**src/rtl/sp_pack_pkg.sv**
```systemverilog
package sp_pack_pkg;

    typedef enum logic [1:0] {
        CLS_ZERO = 2'd0,
        CLS_NUM  = 2'd1,
        CLS_INF  = 2'd2,
        CLS_NAN  = 2'd3
    } opclass_e;

    typedef enum logic [1:0] {
        RND_NEAREST = 2'd0,
        RND_ZERO    = 2'd1,
        RND_POS     = 2'd2,
        RND_NEG     = 2'd3
    } rmode_e;

    typedef struct packed {
        logic inexact;
        logic frac_inexact;
        logic frac_rounded;
        logic overflow;
        logic underflow;
    } pack_flags_t;

    // Whether an overflowing result saturates to infinity.
    function automatic logic overflow_to_inf(rmode_e mode, logic sign);
        case (mode)
            RND_NEAREST: return 1'b1;
            RND_ZERO:    return 1'b0;
            RND_POS:     return !sign;
            default:     return sign;
        endcase
    endfunction

    // Increment decision from kept LSB, guard bit, and merged round/sticky.
    function automatic logic round_up(rmode_e mode, logic sign, logic lsb,
                                      logic guard, logic rest);
        case (mode)
            RND_NEAREST: return guard && (rest || lsb);
            RND_ZERO:    return 1'b0;
            RND_POS:     return (guard || rest) && !sign;
            default:     return (guard || rest) && sign;
        endcase
    endfunction

endpackage

```
**src/rtl/sp_pack_align.sv**
```systemverilog
module sp_pack_align #(
    parameter int MANT_W = 26,
    parameter int BEXP_W = 12
) (
    input  logic signed [BEXP_W-1:0] biased,
    input  logic [MANT_W-1:0]        mant,
    input  logic                     sticky,
    output logic [MANT_W-1:0]        mant_al,
    output logic                     sticky_al,
    output logic                     subnormal
);
    localparam int SH_W = $clog2(MANT_W + 1);

    logic signed [BEXP_W:0] deficit;
    logic [SH_W-1:0]        sh;
    logic [MANT_W-1:0]      lost_mask;

    always_comb begin
        subnormal = (biased <= 0);
        deficit   = $signed((BEXP_W+1)'(1)) - $signed({biased[BEXP_W-1], biased});
        if (!subnormal)
            sh = '0;
        else if (deficit >= $signed((BEXP_W+1)'(MANT_W)))
            sh = SH_W'(MANT_W);
        else
            sh = deficit[SH_W-1:0];
        lost_mask = ~({MANT_W{1'b1}} << sh);
        mant_al   = mant >> sh;
        sticky_al = sticky | (|(mant & lost_mask));
    end
endmodule

```
**src/rtl/sp_pack_round.sv**
```systemverilog
module sp_pack_round
    import sp_pack_pkg::*;
#(
    parameter int MANT_W = 26,
    parameter int NG     = 2
) (
    input  logic [MANT_W-1:0]    mant_al,
    input  logic                 sticky,
    input  logic [1:0]           mode,
    input  logic                 sign,
    output logic [MANT_W-NG:0]   sum,
    output logic                 inexact,
    output logic                 inc
);
    localparam int KEEP_W = MANT_W - NG;

    logic [KEEP_W-1:0] keep;
    logic              guard;
    logic              rest;

    always_comb begin
        keep    = mant_al[MANT_W-1:NG];
        guard   = mant_al[NG-1];
        rest    = (|mant_al[NG-2:0]) | sticky;
        inexact = guard | rest;
        inc     = round_up(rmode_e'(mode), sign, keep[0], guard, rest);
        sum     = {1'b0, keep} + (KEEP_W+1)'(inc);
    end
endmodule

```
**src/rtl/sp_round_pack.sv**
```systemverilog
module sp_round_pack
    import sp_pack_pkg::*;
#(
    parameter int FRAC_W = 23,
    parameter int EXP_W  = 8,
    parameter int EIN_W  = 10,
    parameter int NG     = 2
) (
    input  logic                     clk,
    input  logic                     rst,
    input  logic                     in_valid,
    input  logic [1:0]               in_class,
    input  logic                     in_sign,
    input  logic signed [EIN_W-1:0]  in_exp,
    input  logic [FRAC_W+NG:0]       in_mant,
    input  logic                     in_sticky,
    input  logic [1:0]               in_mode,
    input  logic                     in_uf_trap,
    output logic                     out_valid,
    output logic [EXP_W+FRAC_W:0]    out_word,
    output logic                     out_inexact,
    output logic                     out_frac_inexact,
    output logic                     out_frac_rounded,
    output logic                     out_overflow,
    output logic                     out_underflow
);
    localparam int MANT_W  = FRAC_W + 1 + NG;
    localparam int WORD_W  = 1 + EXP_W + FRAC_W;
    localparam int BEXP_W  = EIN_W + 2;
    localparam int BIAS    = (1 << (EXP_W - 1)) - 1;
    localparam int EXP_MAX = (1 << EXP_W) - 1;

    logic signed [BEXP_W-1:0] biased;
    logic signed [BEXP_W-1:0] exp_fin;
    logic [MANT_W-1:0]        mant_al;
    logic                     sticky_al;
    logic                     subnormal;
    logic [MANT_W-NG:0]       sum;
    logic                     inexact;
    logic                     inc;
    logic                     carry;

    logic [WORD_W-1:0]        word_d;
    pack_flags_t              flags_d;
    pack_flags_t              flags_q;

    assign biased = $signed({{2{in_exp[EIN_W-1]}}, in_exp}) + $signed(BEXP_W'(BIAS));

    sp_pack_align #(.MANT_W(MANT_W), .BEXP_W(BEXP_W)) u_align (
        .biased   (biased),
        .mant     (in_mant),
        .sticky   (in_sticky),
        .mant_al  (mant_al),
        .sticky_al(sticky_al),
        .subnormal(subnormal)
    );

    sp_pack_round #(.MANT_W(MANT_W), .NG(NG)) u_round (
        .mant_al(mant_al),
        .sticky (sticky_al),
        .mode   (in_mode),
        .sign   (in_sign),
        .sum    (sum),
        .inexact(inexact),
        .inc    (inc)
    );

    // Assembly of the packed word per class and path.
    always_comb begin
        word_d  = '0;
        flags_d = '0;
        carry   = sum[FRAC_W+1];
        exp_fin = biased + BEXP_W'(carry);
        case (opclass_e'(in_class))
            CLS_ZERO: word_d = {in_sign, {(WORD_W-1){1'b0}}};
            CLS_INF:  word_d = {in_sign, {EXP_W{1'b1}}, {FRAC_W{1'b0}}};
            CLS_NAN:  word_d = {in_sign, {EXP_W{1'b1}},
                                in_mant[MANT_W-2:NG] | (FRAC_W'(1) << (FRAC_W-1))};
            default: begin
                flags_d.inexact      = inexact;
                flags_d.frac_inexact = inexact;
                flags_d.frac_rounded = inc;
                if (subnormal) begin
                    if (sum[FRAC_W]) begin
                        word_d = {in_sign, EXP_W'(1), {FRAC_W{1'b0}}};
                    end else begin
                        word_d = {in_sign, {EXP_W{1'b0}}, sum[FRAC_W-1:0]};
                        flags_d.underflow = inexact | in_uf_trap;
                    end
                end else if (exp_fin >= $signed(BEXP_W'(EXP_MAX))) begin
                    if (overflow_to_inf(rmode_e'(in_mode), in_sign)) begin
                        word_d = {in_sign, {EXP_W{1'b1}}, {FRAC_W{1'b0}}};
                        flags_d.overflow = 1'b1;
                    end else begin
                        word_d = {in_sign, {(EXP_W-1){1'b1}}, 1'b0, {FRAC_W{1'b1}}};
                    end
                end else begin
                    word_d = {in_sign, exp_fin[EXP_W-1:0], sum[FRAC_W-1:0]};
                end
            end
        endcase
    end

    always_ff @(posedge clk) begin
        if (rst) begin
            out_valid <= 1'b0;
            out_word  <= '0;
            flags_q   <= '0;
        end else begin
            out_valid <= in_valid;
            if (in_valid) begin
                out_word <= word_d;
                flags_q  <= flags_d;
            end
        end
    end

    assign out_inexact      = flags_q.inexact;
    assign out_frac_inexact = flags_q.frac_inexact;
    assign out_frac_rounded = flags_q.frac_rounded;
    assign out_overflow     = flags_q.overflow;
    assign out_underflow    = flags_q.underflow;

    // valid tracks the input one clock later
    a_r12_valid_follows: assert property (@(posedge clk) disable iff (rst)
        in_valid |=> out_valid);
    // no operand, no change of the packed word
    a_r12_hold_word: assert property (@(posedge clk) disable iff (rst)
        !in_valid |=> $stable(out_word) && !out_valid);
    // overflow flag only accompanies an infinity
    a_r11_ovf_is_inf: assert property (@(posedge clk) disable iff (rst)
        out_overflow |-> out_word[WORD_W-2:0] == {{EXP_W{1'b1}}, {FRAC_W{1'b0}}});
    // underflow only with a zero exponent field
    a_r9_uf_subnormal: assert property (@(posedge clk) disable iff (rst)
        out_underflow |-> out_word[WORD_W-2:FRAC_W] == '0);
    // an increment implies inexact
    a_r5_round_needs_inexact: assert property (@(posedge clk) disable iff (rst)
        out_frac_rounded |-> out_inexact && out_frac_inexact);
    // toward-zero never increments
    a_r4_rz_no_inc: assert property (@(posedge clk) disable iff (rst)
        in_valid && in_mode == 2'd1 |=> !out_frac_rounded);
endmodule

```
**config.mk**
```make
export PLATFORM = sky130hd
export DESIGN_NAME = sp_round_pack
export DESIGN_NICKNAME = d
export VERILOG_FILES = /design/src/rtl/sp_pack_pkg.sv /design/src/rtl/sp_pack_align.sv /design/src/rtl/sp_pack_round.sv /design/src/rtl/sp_round_pack.sv
export SDC_FILE = /design/constraint.sdc
export NUM_CORES = 1
export LEC_CHECK = 0
export BUFFER_PORTS_ARGS = -buffer_cell sky130_fd_sc_hd__buf_2
export CAP_MARGIN = 0
export CORE_ASPECT_RATIO = 1.1
export CORE_MARGIN = 5
export CORE_UTILIZATION = 54
export DETAILED_ROUTE_END_ITERATION = 12
export HOLD_SLACK_MARGIN = 0.03
export PLACE_DENSITY = 0.79
export SLEW_MARGIN = 20
export SYNTH_ARGS = -nofsm -noshare
export SYNTH_HDL_FRONTEND = slang
export SYNTH_SLANG_ARGS = --single-unit
export TNS_END_PERCENT = 5
```
**constraint.sdc**
```tcl
create_clock -name clk -period 9.9 [get_ports clk]
set_input_delay 0.495 -clock clk [delete_from_list [all_inputs] [get_ports clk]]
set_output_delay 0.495 -clock clk [all_outputs]
set_load 0.01 [all_outputs]
```
# Word-level counts from Yosys, hierarchy flattened
# Cells that the tools add are included.
# W data, S select, Z words.
totals:
  word_cells: 54
  output_inout_bits: 38
  ff_bits: 38
classes:
  n_lt_le_gt_ge: 3
  shift: 2
  n_eq_ne: 4
  reduce_logical: 10
  muxes: 18
  bitwise_logic: 6
  n_addsub: 4
ops:
  columns: ["op", "n"]
  rows:
  - ["$pmux W31 S3", 1]
  - ["$mux W31", 2]
  - ["$mux W24", 2]
  - ["$and A26 B26 Y26", 1]
  - ["$not A26 Y26", 1]
  - ["$reduce_or A26 Y1", 1]
  - ["$shl A26 B5 Y26 const A", 1]
  - ["$shr A26 B5 Y26", 1]
  - ["$add A24 B1 Y25", 1]
  - ["$mux W5", 3]
  - ["$ge A13 B6 Y1 const B", 1]
  - ["$add A11 B2 Y12", 1]
  - ["$ge A12 B9 Y1 const B", 1]
  - ["$sub A2 B11 Y12 const A", 1]
  - ["$add A10 B8 Y11 const B", 1]
  - ["$le A11 B1 Y1 const B", 1]
  - ["$mux W1", 8]
  - ["$eq A2 B2 Y1 const B", 3]
  - ["$pmux W1 S3", 2]
  - ["$logic_not A2 Y1", 2]
  - ["$or A1 B1 Y1", 4]
  - ["$logic_and A1 B1 Y1", 3]
  - ["$reduce_or A3 Y1", 1]
  - ["$eq A2 B1 Y1 const B", 1]
  - ["2 further kinds", 3]

# Logic depth before layout (Yosys ltp)
# Gate-level depths: netlist of run 1.
logic_depth:
  depth_word: 24
  mapped_depth: 47

# Cells and area by module
# A second synthesis of run 1 with hierarchy kept.
hier_totals:
  hier_cells: 746
  area_unflattened_um2: 5368.9
by_module_without_submodules:
  columns: ["mod", "cells_each", "instances", "area_each_um2", "seq_area_each_um2"]
  rows:
  - ["sp_round_pack", 306, 1, 2489.9, 740.7]
  - ["sp_pack_align", 364, 1, 2378.5, 0.0]
  - ["sp_pack_round", 76, 1, 500.5, 0.0]

# Worst setup path before layout of run 1
# OpenSTA, ideal clock, no wires.
synth_path:
  kind: "input port to flip-flop"
  from: "input in_exp[0]"
  to: "register out_word[3]"
  setup_slack_ps: 239
  arrival_ps: 9571
  path_buffers: 7
  path_stages: 43
  path_cell_list: "buf_4 -> inv_1 -> clkbuf_1 -> ha_1 -> buf_4 -> xor2_1 -> inv_1 -> ha_1 -> buf_1 -> and3_1 -> nor3_2 -> o221ai_2 -> o21ai_2 -> nand2_1 -> clkbuf_1 -> nor4b_1 -> o32ai_1 -> nor2_1 -> (+7 left out) -> or4_1 -> a211oi_1 -> nand4b_1 -> or4_1 -> nor4_1 -> ha_1 -> ha_1 -> nand2_1 -> nor4_1 -> o21ai_0 -> o311ai_0 -> o21ai_0 -> a21o_1 -> clkbuf_1 -> nor3_1 -> clkbuf_1 -> o211ai_1 -> a311oi_1"
synth_between:
  elab_chain_len: 20
  word_cells_on_any_way: 26
  classes_between: "4 x add/sub; 3 x order compare; 2 x shift; 7 x mux; 4 x bitwise; 6 x reduce/logical"
synth_rtl:
  columns: ["item", "line", "text"]
  rows:
  - ["start, declared", "sp_round_pack.sv:14", "input logic signed [EIN_W-1:0] in_exp,"]
  - ["$add A10 B8 Y11 *", "sp_round_pack.sv:47", "assign biased = $signed({{2{in_exp[EIN_W-1]}}, in_exp}) + $signed(BEXP_W'(BIAS));"]
  - ["$sub A2 B11 Y12", "sp_pack_align.sv:20", "deficit = $signed((BEXP_W+1)'(1)) - $signed({biased[BEXP_W-1], biased});"]
  - ["$ge A13 B6 Y1", "sp_pack_align.sv:23", "else if (deficit >= $signed((BEXP_W+1)'(MANT_W)))"]
  - ["$mux W5", "sp_pack_align.sv:23", null]
  - ["$mux W5", "sp_pack_align.sv:21", "if (!subnormal)"]
  - ["$shl A26 B5 Y26", "sp_pack_align.sv:27", "lost_mask = ~({MANT_W{1'b1}} << sh);"]
  - ["$not A26 Y26", "sp_pack_align.sv:27", null]
  - ["$and A26 B26 Y26", "sp_pack_align.sv:29", "sticky_al = sticky | (|(mant & lost_mask));"]
  - ["(+4 left out)", null, null]
  - ["$logic_and A1 B1 Y1 (on tied branches)", "sp_pack_pkg.sv:42, sp_pack_pkg.sv:39, sp_pack_pkg.sv:41", null]
  - ["$pmux W1 S3", "sp_pack_pkg.sv:38", "case (mode)"]
  - ["$add A24 B1 Y25", "sp_pack_round.sv:27", "sum = {1'b0, keep} + (KEEP_W+1)'(inc);"]
  - ["$add A11 B2 Y12", "sp_round_pack.sv:73", "exp_fin = biased + BEXP_W'(carry);"]
  - ["$ge A12 B9 Y1", "sp_round_pack.sv:90", "end else if (exp_fin >= $signed(BEXP_W'(EXP_MAX))) begin"]
  - ["$mux W31", "sp_round_pack.sv:90", null]
  - ["$mux W31 *", "sp_round_pack.sv:83", "if (subnormal) begin"]
  - ["$pmux W31 S3 *", "sp_round_pack.sv:74", "case (opclass_e'(in_class))"]
  - ["end signal, assigned", "sp_round_pack.sv:112", "out_word <= word_d;"]
  - ["end, declared", "sp_round_pack.sv:20", "output logic [EXP_W+FRAC_W:0] out_word,"]
# Every way passes the cells marked *; elsewhere a longest branch is shown, timed or not.
# A chain may end at the register's enable or synchronous reset.

# Final worst setup path of run 1
layout_path:
  from: "input in_exp[1]"
  to: "register out_word[2]"
# Same word-level chain as after synthesis.

==> results of run 1 <==
cells by family after synthesis:
logic type | Yosys count | synth area share
AOI/OAI and AO/OA | 326 | 0.413
and+or+nand+nor | 319 | 0.286
buffers and inverters | 88 | 0.0664
DFF | 37 | 0.124
xor gates and xnor gates | 34 | 0.0553
muxes | 20 | 0.0345
adders and majority gates | 10 | 0.0209
sequential cells by signal (all words and copies together), names as in the netlist:
name / count
out_word: 32
out_valid: 1
out_overflow: 1
out_inexact: 1
out_frac_rounded: 1
out_underflow: 1
cells in the mapped netlist, types with 6 or more instances:
master / instances
nor4_1: 9
nand4_1: 6
ha_1: 10
o22ai_1: 12
xor2_1: 13
inv_1: 17
and2_1: 6
a21oi_1: 66
or3_1: 15
nand3_1: 34
a211oi_1: 14
a31oi_1: 15
o31a_1: 6
mux2i_1: 15
buf_2: 17
or4_1: 6
a221oi_2: 7
o21ai_0: 33
buf_1: 9
nor2_1: 59
nor3_1: 38
clkbuf_1: 36
dfxtp_1: 37
o221ai_1: 9
o221a_2: 9
nand2_1: 72
o31ai_1: 16
nand2b_1: 10
and3_1: 12
o211ai_1: 24
a21o_1: 6
nor2b_1: 15
a22oi_1: 22
xnor2_1: 18
cells in the final DEF (no fill, tap or decap), drive strengths merged, types with 10 or more instances in the layout:
master and instances:
xnor2 21, dfxtp 37, nor2b 15, o221ai 10, and3 12, o21ai 42
nor3 40, nor4 11, or3 15, ha 10, a22oi 22, buf 137
nand3 35, nand2b 10, mux2i 15, nand2 75, a21oi 67, o22ai 12
nor2 59, o211ai 24, a221oi 11, o221a 10, a211oi 16, o31ai 17
inv 17, a31oi 16, xor2 13
area by class of cell:
cell class,count,area [um2]
multi-input combinational,709,4950
fill,1053,3970
timing repair buffer,137,858
sequential,37,741
tap,147,184
clock buffer,5,125
inverter,17,63.8
clock inverter,3,17.5
routing by layer:
metal  global-route usage  share of wire  vias to the layer above
li1                     -              -                     3415
met2                0.588           0.44                      602
met1                0.481           0.39                     3569
met4                0.179          0.049                        0
met3               0.0861           0.12                      134
met5                    0              0                        -
where the power goes:
group	switching (mW)	total (mW)	internal, mW
sequential	0.00452	0.162	0.158
combinational	0.280	0.427	0.147
clock	0.0630	0.155	0.0922
total	0.347	0.744	0.397
worst reg2reg max path, stage by stage, from the launching register on:
cell      delay, ns
dfxtp_1        0.31
a22oi_1        0.28
nor2b_1        0.21
a221oi_2       0.07
timing repair:
action | in CTS | in global routing
resized for setup | 0 | 13
setup buffers | 0 | 6
setup endpoints to repair | 0 | 25
final timing paths:
path,slack (ns),start,end
setup / recovery,0.60,in_exp[1],out_word[2]
hold / removal,0.47,out_overflow,out_overflow
setup reg to reg,8.89,out_word[21],out_word[21]
hold reg to reg,0.47,out_overflow,out_overflow
==> impl_results.md, run 1 <==
- Hold path depth: 2
- Clock skew: 0 ns
- FFs w/ async S/R, synth: 0
- Clk_lat worst skew: 0.29 ns
- Largest cells by area after synthesis: dfxtp_1 (12%), a21oi_1 (5.5%), nand2_1 (4.5%), nor2_1 (3.7%), nor3_1 (3.2%)
- CP max stage cell: or4_1
- Mapped Area: 5990 um2
- N_diodes: 0
- Post-detail-place hpwl: 20200 um
- Total negative slack: 0 ns
- Number of port buffers: 83
- Final antenna-violating net count: 0
- RSZ-0062 raised after global routing: no
- CP endpoint kind: flop
- Final Worst Setup Slack: 0.597 ns
- Worst hold path type: reg2reg
- Hold Buf Count CTS: 0
- Yosys top cell area share: 0.124
- CTS sink count: 37
- Root Buffer: clkbuf_16
- Chip height: 120 um
- H-tree depth reported by CTS: 2
- Final-report max-slew violation count: 0
- Worst Hold Slack: 0.466 ns
- Drt pass-1 iters: 6
- RD Place Congestion: 1.12
- Fin nets: 963
- Outcome: completed
- Clock slew at reported path FFs: 0.06 ns
- Wirelength, routed: 26200 um
- Via/cell ratio: 7.32
- Tcrit/Tclk final: 0.940
- EDFF count, synth: 0
- Gr usage total: 0.373
- Data required, critical path: 10.10 ns
- Largest delay share family, worst path: simple AND/OR/NAND/NOR gates
- Post-place setup slack: 0.0647 ns
- Post-synthesis sequential area ratio: 0.124
- Remaining global-route overflow: 0
- Critical path launch point type: input pin
- Number of synthesized register bits: 37
- Max clock buf depth: 2
- Initial DRC Count: 1109
- DP Cell Count: 1041
- Final instance area: 6940 um2
- Max_cap viols: 0
- Overall Power: 0.744 mW
- DRC: 0
- Max rail drop VDD: 0.0000871 V
- Via Count: 7720
- Cell row count: 40
- Gate Count Post-Synth: 834
- Worst path arrival time: 9.50 ns
- First-pass GRT wire length: 40200 um
- Number of I/O pins: 84
- Final setup viols: 0
- Area delta synth->final: 15.8%
- Worst slew pin tran: 1.01 ns
- Vias in the first global route: 7036
- Crit path largest cell delay: 0.57 ns
- Initial antenna violation count: 0
- R2R cell count: 3
- Synth warn: 0
- Chip width: 110 um
- Rel. slew slack: 0.312
- Num CTS Buffers: 5
- Fin crit period: 9.30 ns
- Critical path fanouts, max: 23
- Per-cell routed wire length: 24.9 um
- Largest net degree at the start of global routing: 31
- Leak: 2.61 nW
- CTS tree: built
- Unique masters post-synth: 106
- Final hold violations: 0
- Layout cells sized above 1: 0.236
- Avg Inst Size Synth: 7.18 um2
- Fin util: 0.636
- Main synth FF type: dfxtp_1
- Starting Density: 0.549
- Levels on crit path: 40
- Worst setup path category: in2reg
- Core Box Area: 10900 um2
- Fmax: 107 MHz
- Fin cells: 1055
- Power density cells: 107 nW/um2
- Die Area: 13300 um2
- Largest area contributor in the netlist: dfxtp_1
- Syn_nets: 890
- WP buf/inv: 7
- Post-Place Cell Area: 6640 um2
Note: power is estimated with default switching activity, not from simulation.
==> inputs of run 2 (changes only) <==
--- a/config.mk
+++ b/config.mk
@@ -7,12 +7,14 @@
 export LEC_CHECK = 0
 export BUFFER_PORTS_ARGS = -buffer_cell sky130_fd_sc_hd__buf_2
 export CAP_MARGIN = 0
+export CELL_PAD_IN_SITES_DETAIL_PLACEMENT = 2
+export CELL_PAD_IN_SITES_GLOBAL_PLACEMENT = 2
 export CORE_ASPECT_RATIO = 1.1
 export CORE_MARGIN = 5
-export CORE_UTILIZATION = 54
+export CORE_UTILIZATION = 30
 export DETAILED_ROUTE_END_ITERATION = 12
 export HOLD_SLACK_MARGIN = 0.03
-export PLACE_DENSITY = 0.79
+export PLACE_DENSITY_LB_ADDON = 0.1
 export SLEW_MARGIN = 20
 export SYNTH_ARGS = -nofsm -noshare
 export SYNTH_HDL_FRONTEND = slang
==> impl_results.md, run 2 (synthesized netlist as in run 1, its figures left out) <==
- Met2 Usage GRT: 0.484 (-0.104)
- Clock slew at reported path FFs: 0.06 ns (about the same)
- Number of I/O pins: 84 (unchanged)
- Overall Power: 0.828 mW (+11%)
- Vias in the first global route: 8086 (+15%)
- Gr usage total: 0.286 (-0.0869)
- Met3 Use GR: 0.0332 (-0.0529)
- Final antenna-violating net count: 0 (unchanged)
- Max reg flops: 32 (unchanged)
- Max rail drop VDD: 0.000113 V (+30%)
- RSZ-0062 raised after global routing: no
- Gr busiest metal: met2
- Worst slew pin tran: 1.02 ns (+0.00955 ns)
- Root Buffer: clkbuf_16
- Most frequent cells in the layout: buf_2 (83), nand2_1 (72), a21oi_1 (65)
- Data required, critical path: 10.09 ns (about the same)
- Layout cells sized above 1: 0.244 (+0.00803)
- Wirelength, routed: 33300 um (+27%)
- Tcrit/Tclk final: 0.940 (about the same)
- Reg-to-reg critical path startpoint: out_word[13]
- Drt pass-1 iters: 5 (-1)
- Fin nets: 970 (+0.73%)
- First-pass GRT wire length: 50300 um (+25%)
- Chip width: 145 um (+31%)
- DRC: 0 (unchanged)
- CTS sink count: 37 (unchanged)
- CP most frequent cell: ha_1
- Final setup viols: 0 (unchanged)
- Fmax: 107 MHz (about the same)
- Via Count: 7611 (-1.4%)
- Number of fill cells: 2329 (+120%)
- Initial antenna violation count: 1 (+1)
- Die Area: 22900 um2 (+72%)
- CP endpoint kind: flop
- CP max stage cell: or4_1
- Core Box Area: 19700 um2 (+81%)
- Rel. slew slack: 0.319 (+0.00690)
- Worst setup path category: in2reg
- Most flop-heavy register: out_word
- Max_cap viols: 0 (unchanged)
- Fin crit period: 9.31 ns (+0.00566 ns)
- Post-detail-place hpwl: 26300 um (+30%)
- Chip height: 158 um (+31%)
- Max clock buf depth: 2 (unchanged)
- Number of port buffers: 83 (unchanged)
- Starting Density: 0.304 (-0.245)
- Remaining global-route overflow: 0 (unchanged)
- Critical path launch point type: input pin
- Clk_lat worst skew: 0.29 ns (about the same)
- H-tree depth reported by CTS: 2 (unchanged)
- M1 GR Usage: 0.375 (-0.107)
- Commonest non-fill, non-tap cell in the layout: buf_2
- Area delta synth->final: 19.1%
- Hold Buf Count CTS: 0 (unchanged)
- Initial DRC Count: 495 (-55%)
- Clock skew: 0 ns (unchanged)
- Power density cells: 116 nW/um2 (+8.2%)
- RD Place Congestion: 0.962 (-14%)
- Cell row count: 54 (+35%)
- Worst Setup SP: in_exp[1]
- Final Worst Setup Slack: 0.592 ns (-0.00566 ns)
- Worst path arrival time: 9.50 ns (about the same)
- Leak: 2.65 nW (+1.7%)
- N_diodes: 0 (unchanged)
- Final hold violations: 0 (unchanged)
- Critical path fanouts, max: 23 (unchanged)
- Crit path largest cell delay: 0.59 ns (+0.02 ns)
- Worst hold path type: reg2reg
- Via/cell ratio: 6.52 (-11%)
- Final-report max-slew violation count: 0 (unchanged)
- Outcome: completed
- Per-cell routed wire length: 28.5 um (+15%)
- Post-place setup slack: -0.00995 ns (-0.0746 ns)
- Num CTS Buffers: 5 (unchanged)
- Hold_sp: out_overflow
- CTS tree: built
- Largest net degree at the start of global routing: 37 (+19%)
## run 2: path summary, 6_finish.rpt
path | to | slack (ns) | cells past startpoint
worst max-delay path | out_word[2] | 0.59 | 40
worst min register to register | out_overflow | 0.47 | 2
worst min-delay path | out_overflow | 0.47 | 2
worst max register to register | out_word[13] | 8.89 | 3
## run 2: area by class of cell
| type | instances | area, um2 | area share |
|---|---|---|---|
| Multi-Input combinational cell | 709 | 4930 | 0.691 |
| Timing Repair Buffer | 144 | 890 | 0.125 |
| Sequential cell | 37 | 741 | 0.104 |
| Tap cell | 252 | 315 | 0.0442 |
| Clock buffer | 5 | 125 | 0.0175 |
| Clock inverter | 3 | 68.8 | 0.00964 |
| Inverter | 17 | 63.8 | 0.00894 |
## run 2: per-layer routing
metal | part of all wire | up-vias
met3 | 0.050 | 76
met4 | 0.036 | 0
met5 | 0 | -
met2 | 0.47 | 250
met1 | 0.44 | 3860
li1 | - | 3425
## run 2: what timing repair did
item	4_1_cts	5_1_grt
endpoints found under the setup margin	0	23
setup buffers	0	2
gates resized for setup	0	13
## run 2: power breakdown
group | leakage [nW] | switching, mW | internal, mW
clock network | 0.0944 | 0.0704 | 0.145
registers | 0.303 | 0.00469 | 0.158
logic | 2.25 | 0.301 | 0.149
total | 2.65 | 0.376 | 0.452
## run 2: metrics by stage
step / utilization / hold WS (ns) / setup TNS (ns) / instances / cell area, um2
finish: 0.362 / 0.471 / 0 / 1167 / 7140
global route: 0.362 / 0.482 / 0 / 1167 / 7140
CTS: 0.358 / 0.474 / 0 / 1165 / 7060
detailed placement: 0.348 / 0.463 / -0.0186 / 1157 / 6860
global placement: 0.348 / 0.450 / 0 / 1157 / 6860
floorplan: - / 0.486 / 0 / 834 / 5990
## run 2: critical path: cells and delay by family
kind,cells,cell delay (ns)
compound gates,15,2.98
simple gates,13,3.79
buf+inv,6,0.92
fa+ha+maj,5,1.17
xor+xnor,1,0.10
==> inputs of run 3 (changes only) <==
--- a/config.mk
+++ b/config.mk
@@ -5,14 +5,14 @@
 export SDC_FILE = /design/constraint.sdc
 export NUM_CORES = 1
 export LEC_CHECK = 0
-export BUFFER_PORTS_ARGS = -buffer_cell sky130_fd_sc_hd__buf_2
 export CAP_MARGIN = 0
 export CELL_PAD_IN_SITES_DETAIL_PLACEMENT = 2
 export CELL_PAD_IN_SITES_GLOBAL_PLACEMENT = 2
 export CORE_ASPECT_RATIO = 1.1
 export CORE_MARGIN = 5
-export CORE_UTILIZATION = 30
+export CORE_UTILIZATION = 34
 export DETAILED_ROUTE_END_ITERATION = 12
+export DONT_BUFFER_PORTS = 1
 export HOLD_SLACK_MARGIN = 0.03
 export PLACE_DENSITY_LB_ADDON = 0.1
 export SLEW_MARGIN = 20
==> constraint.sdc (replaced) <==
create_clock -name clk -period 9.9 [get_ports clk]
set_input_delay 1.98 -clock clk [delete_from_list [all_inputs] [get_ports clk]]
set_output_delay 1.98 -clock clk [all_outputs]
set_load 0.01 [all_outputs]
==> impl_results.md, run 3 (synthesized netlist as in run 1, its figures left out) <==
- Outcome: completed
- CP max stage cell: or4_4
- Clk_lat worst skew: 0.28 ns (about the same)
- Num CTS Buffers: 5 (unchanged)
- Clock slew at reported path FFs: 0.06 ns (about the same)
- Worst hold path type: reg2reg
- Leak: 2.62 nW (-1.1%)
- Initial DRC Count: 561 (+13%)
- Final Worst Setup Slack: 0.0433 ns (-0.549 ns)
- Max rail drop VDD: 0.0000784 V (-31%)
- Length of routed met3 wiring: 1820 um (+10%)
- Power density cells: 109 nW/um2 (-5.7%)
- Core Box Area: 17500 um2 (-11%)
- Vias in the first global route: 8141 (+0.68%)
- Worst path arrival time: 10.01 ns (+0.51 ns)
- Per-cell routed wire length: 30.9 um (+8.5%)
- Chip width: 137 um (-5.6%)
- CTS tree: built
- Final setup viols: 0 (unchanged)
- WP buf/inv: 6 (unchanged)
- Met2 Wirelength: 17000 um (+8.2%)
- Most frequent cells in the layout: buf_4 (106), nand2_1 (70), a21oi_1 (64)
- Tcrit/Tclk final: 0.996 (+0.0554)
- Reg area: 741 um2 (unchanged)
- Post-place setup slack: -0.396 ns (-0.386 ns)
- Fin cells: 1125 (-3.6%)
- Uppermost layer routed: met4
- Chip height: 149 um (-5.7%)
- Worst Hold Slack: 0.512 ns (+0.0405 ns)
- Gr usage total: 0.324 (+0.0380)
- Fmax: 101 MHz (-5.6%)
- Final hold violations: 0 (unchanged)
- Remaining global-route overflow: 0 (unchanged)
- Drt pass-1 iters: 5 (unchanged)
- Post-detail-place hpwl: 26700 um (+1.6%)
- Worst setup path category: in2reg
- Most flop-heavy register: out_word
- First-pass GRT wire length: 50600 um (+0.76%)
- DP Cell Count: 1098 (-5.1%)
- Final antenna-violating net count: 0 (unchanged)
- Multi-input gate area: 5200 um2 (+5.5%)
- CP endpoint kind: flop
- Commonest non-fill, non-tap cell in the layout: buf_4
- H-tree depth reported by CTS: 2 (unchanged)
- DRC: 0 (unchanged)
- Initial antenna violation count: 0 (-1)
- Post-Place Cell Area: 6840 um2 (-0.26%)
- Wire length on met1: 14900 um (+1.1%)
- Fin nets: 942 (-2.9%)
- Number of port buffers: 0 (-100%)
- Largest net degree at the start of global routing: 35 (-5.4%)
- Data required, critical path: 10.06 ns (-0.03 ns)
- Layout cells sized above 1: 0.253 (+0.00882)
- Final-report max-slew violation count: 0 (unchanged)
- Root Buffer: clkbuf_16
- Crit path largest cell delay: 0.57 ns (-0.02 ns)
- Overall Power: 0.812 mW (-1.9%)
- Via Count: 7692 (+1.1%)
- Largest delay share family, worst path: compound AO/OA/AOI/OAI gates
- Hold Buf Count CTS: 0 (unchanged)
- CTS sink count: 37 (unchanged)
- Via/cell ratio: 6.84 (+4.8%)
- Cell row count: 51 (-5.6%)
- RD Place Congestion: 0.983 (+2.2%)
- Critical path fanouts, max: 11 (-52%)
- Starting Density: 0.341 (+0.0377)
- Area delta synth->final: 24.0%
- Number of fill cells: 2057 (-12%)
- Max reg flops: 32 (unchanged)
- Fin crit period: 9.86 ns (+0.549 ns)
- Number of I/O pins: 84 (unchanged)
- Worst slew pin tran: 1.18 ns (+0.168 ns)
- Max clock buf depth: 2 (unchanged)
- Final instance area: 7430 um2 (+4.1%)
- Die Area: 20400 um2 (-11%)
- RSZ-0062 raised after global routing: yes
- N_diodes: 0 (unchanged)
- Rel. slew slack: 0.190 (-0.128)
- Max_cap viols: 0 (unchanged)
- Critical path launch point type: input pin
- Clock skew: 0 ns (unchanged)
- Wirelength, routed: 34800 um (+4.6%)
## run 3: worst paths after layout
kind / endpoint / cells after the start / startpoint / slack [ns]
setup / recovery: out_word[9] / 38 / in_exp[1] / 0.04
hold / removal: out_overflow / 2 / out_overflow / 0.51
setup reg to reg: out_word[5] / 3 / out_word[5] / 8.82
hold reg to reg: out_overflow / 2 / out_overflow / 0.51
## run 3: repair_timing
action                                  4_1_cts  5_1_grt
pin swaps                                     5       24
cloned                                        1        1
gates resized for setup                       6       40
endpoints found under the setup margin       12       32
hold endpoints to repair                      0        0
setup buffers                                 4       13
## run 3: area by class of cell
cell class | instances | share of cell area
well taps | 238 | 0.0401
clock inverters | 3 | 0.00623
clock buffers | 5 | 0.0168
flip-flops and latches | 37 | 0.0997
repair buffers | 115 | 0.128
inverters | 17 | 0.00859
multi-input cells | 710 | 0.700
## run 3: tightest hold or removal path, stage by stage, from the launching register on
cell and delay (ns):
dfxtp_1 0.34, nand2_1 0.08, a21oi_1 0.05
## run 3: power by group
part | switching (mW) | leakage (nW) | internal (mW)
registers | 0.0111 | 0.303 | 0.158
clock network | 0.0655 | 0.0800 | 0.119
logic | 0.285 | 2.24 | 0.174
total | 0.361 | 2.62 | 0.451
## run 3: per-stage QoR
step,TNS (ns),util
2_1_floorplan,0,-
3_3_place_gp,-0.0545,0.390
3_5_place_dp,-6.62,0.390
4_1_cts,0,0.406
5_1_grt,-4.68,0.423
6_report,0,0.423
## run 3: routing by layer
metal,up-vias,GRT usage
met4,0,0.105
met3,72,0.0334
met5,-,0
li1,3369,-
met2,274,0.561
met1,3977,0.420
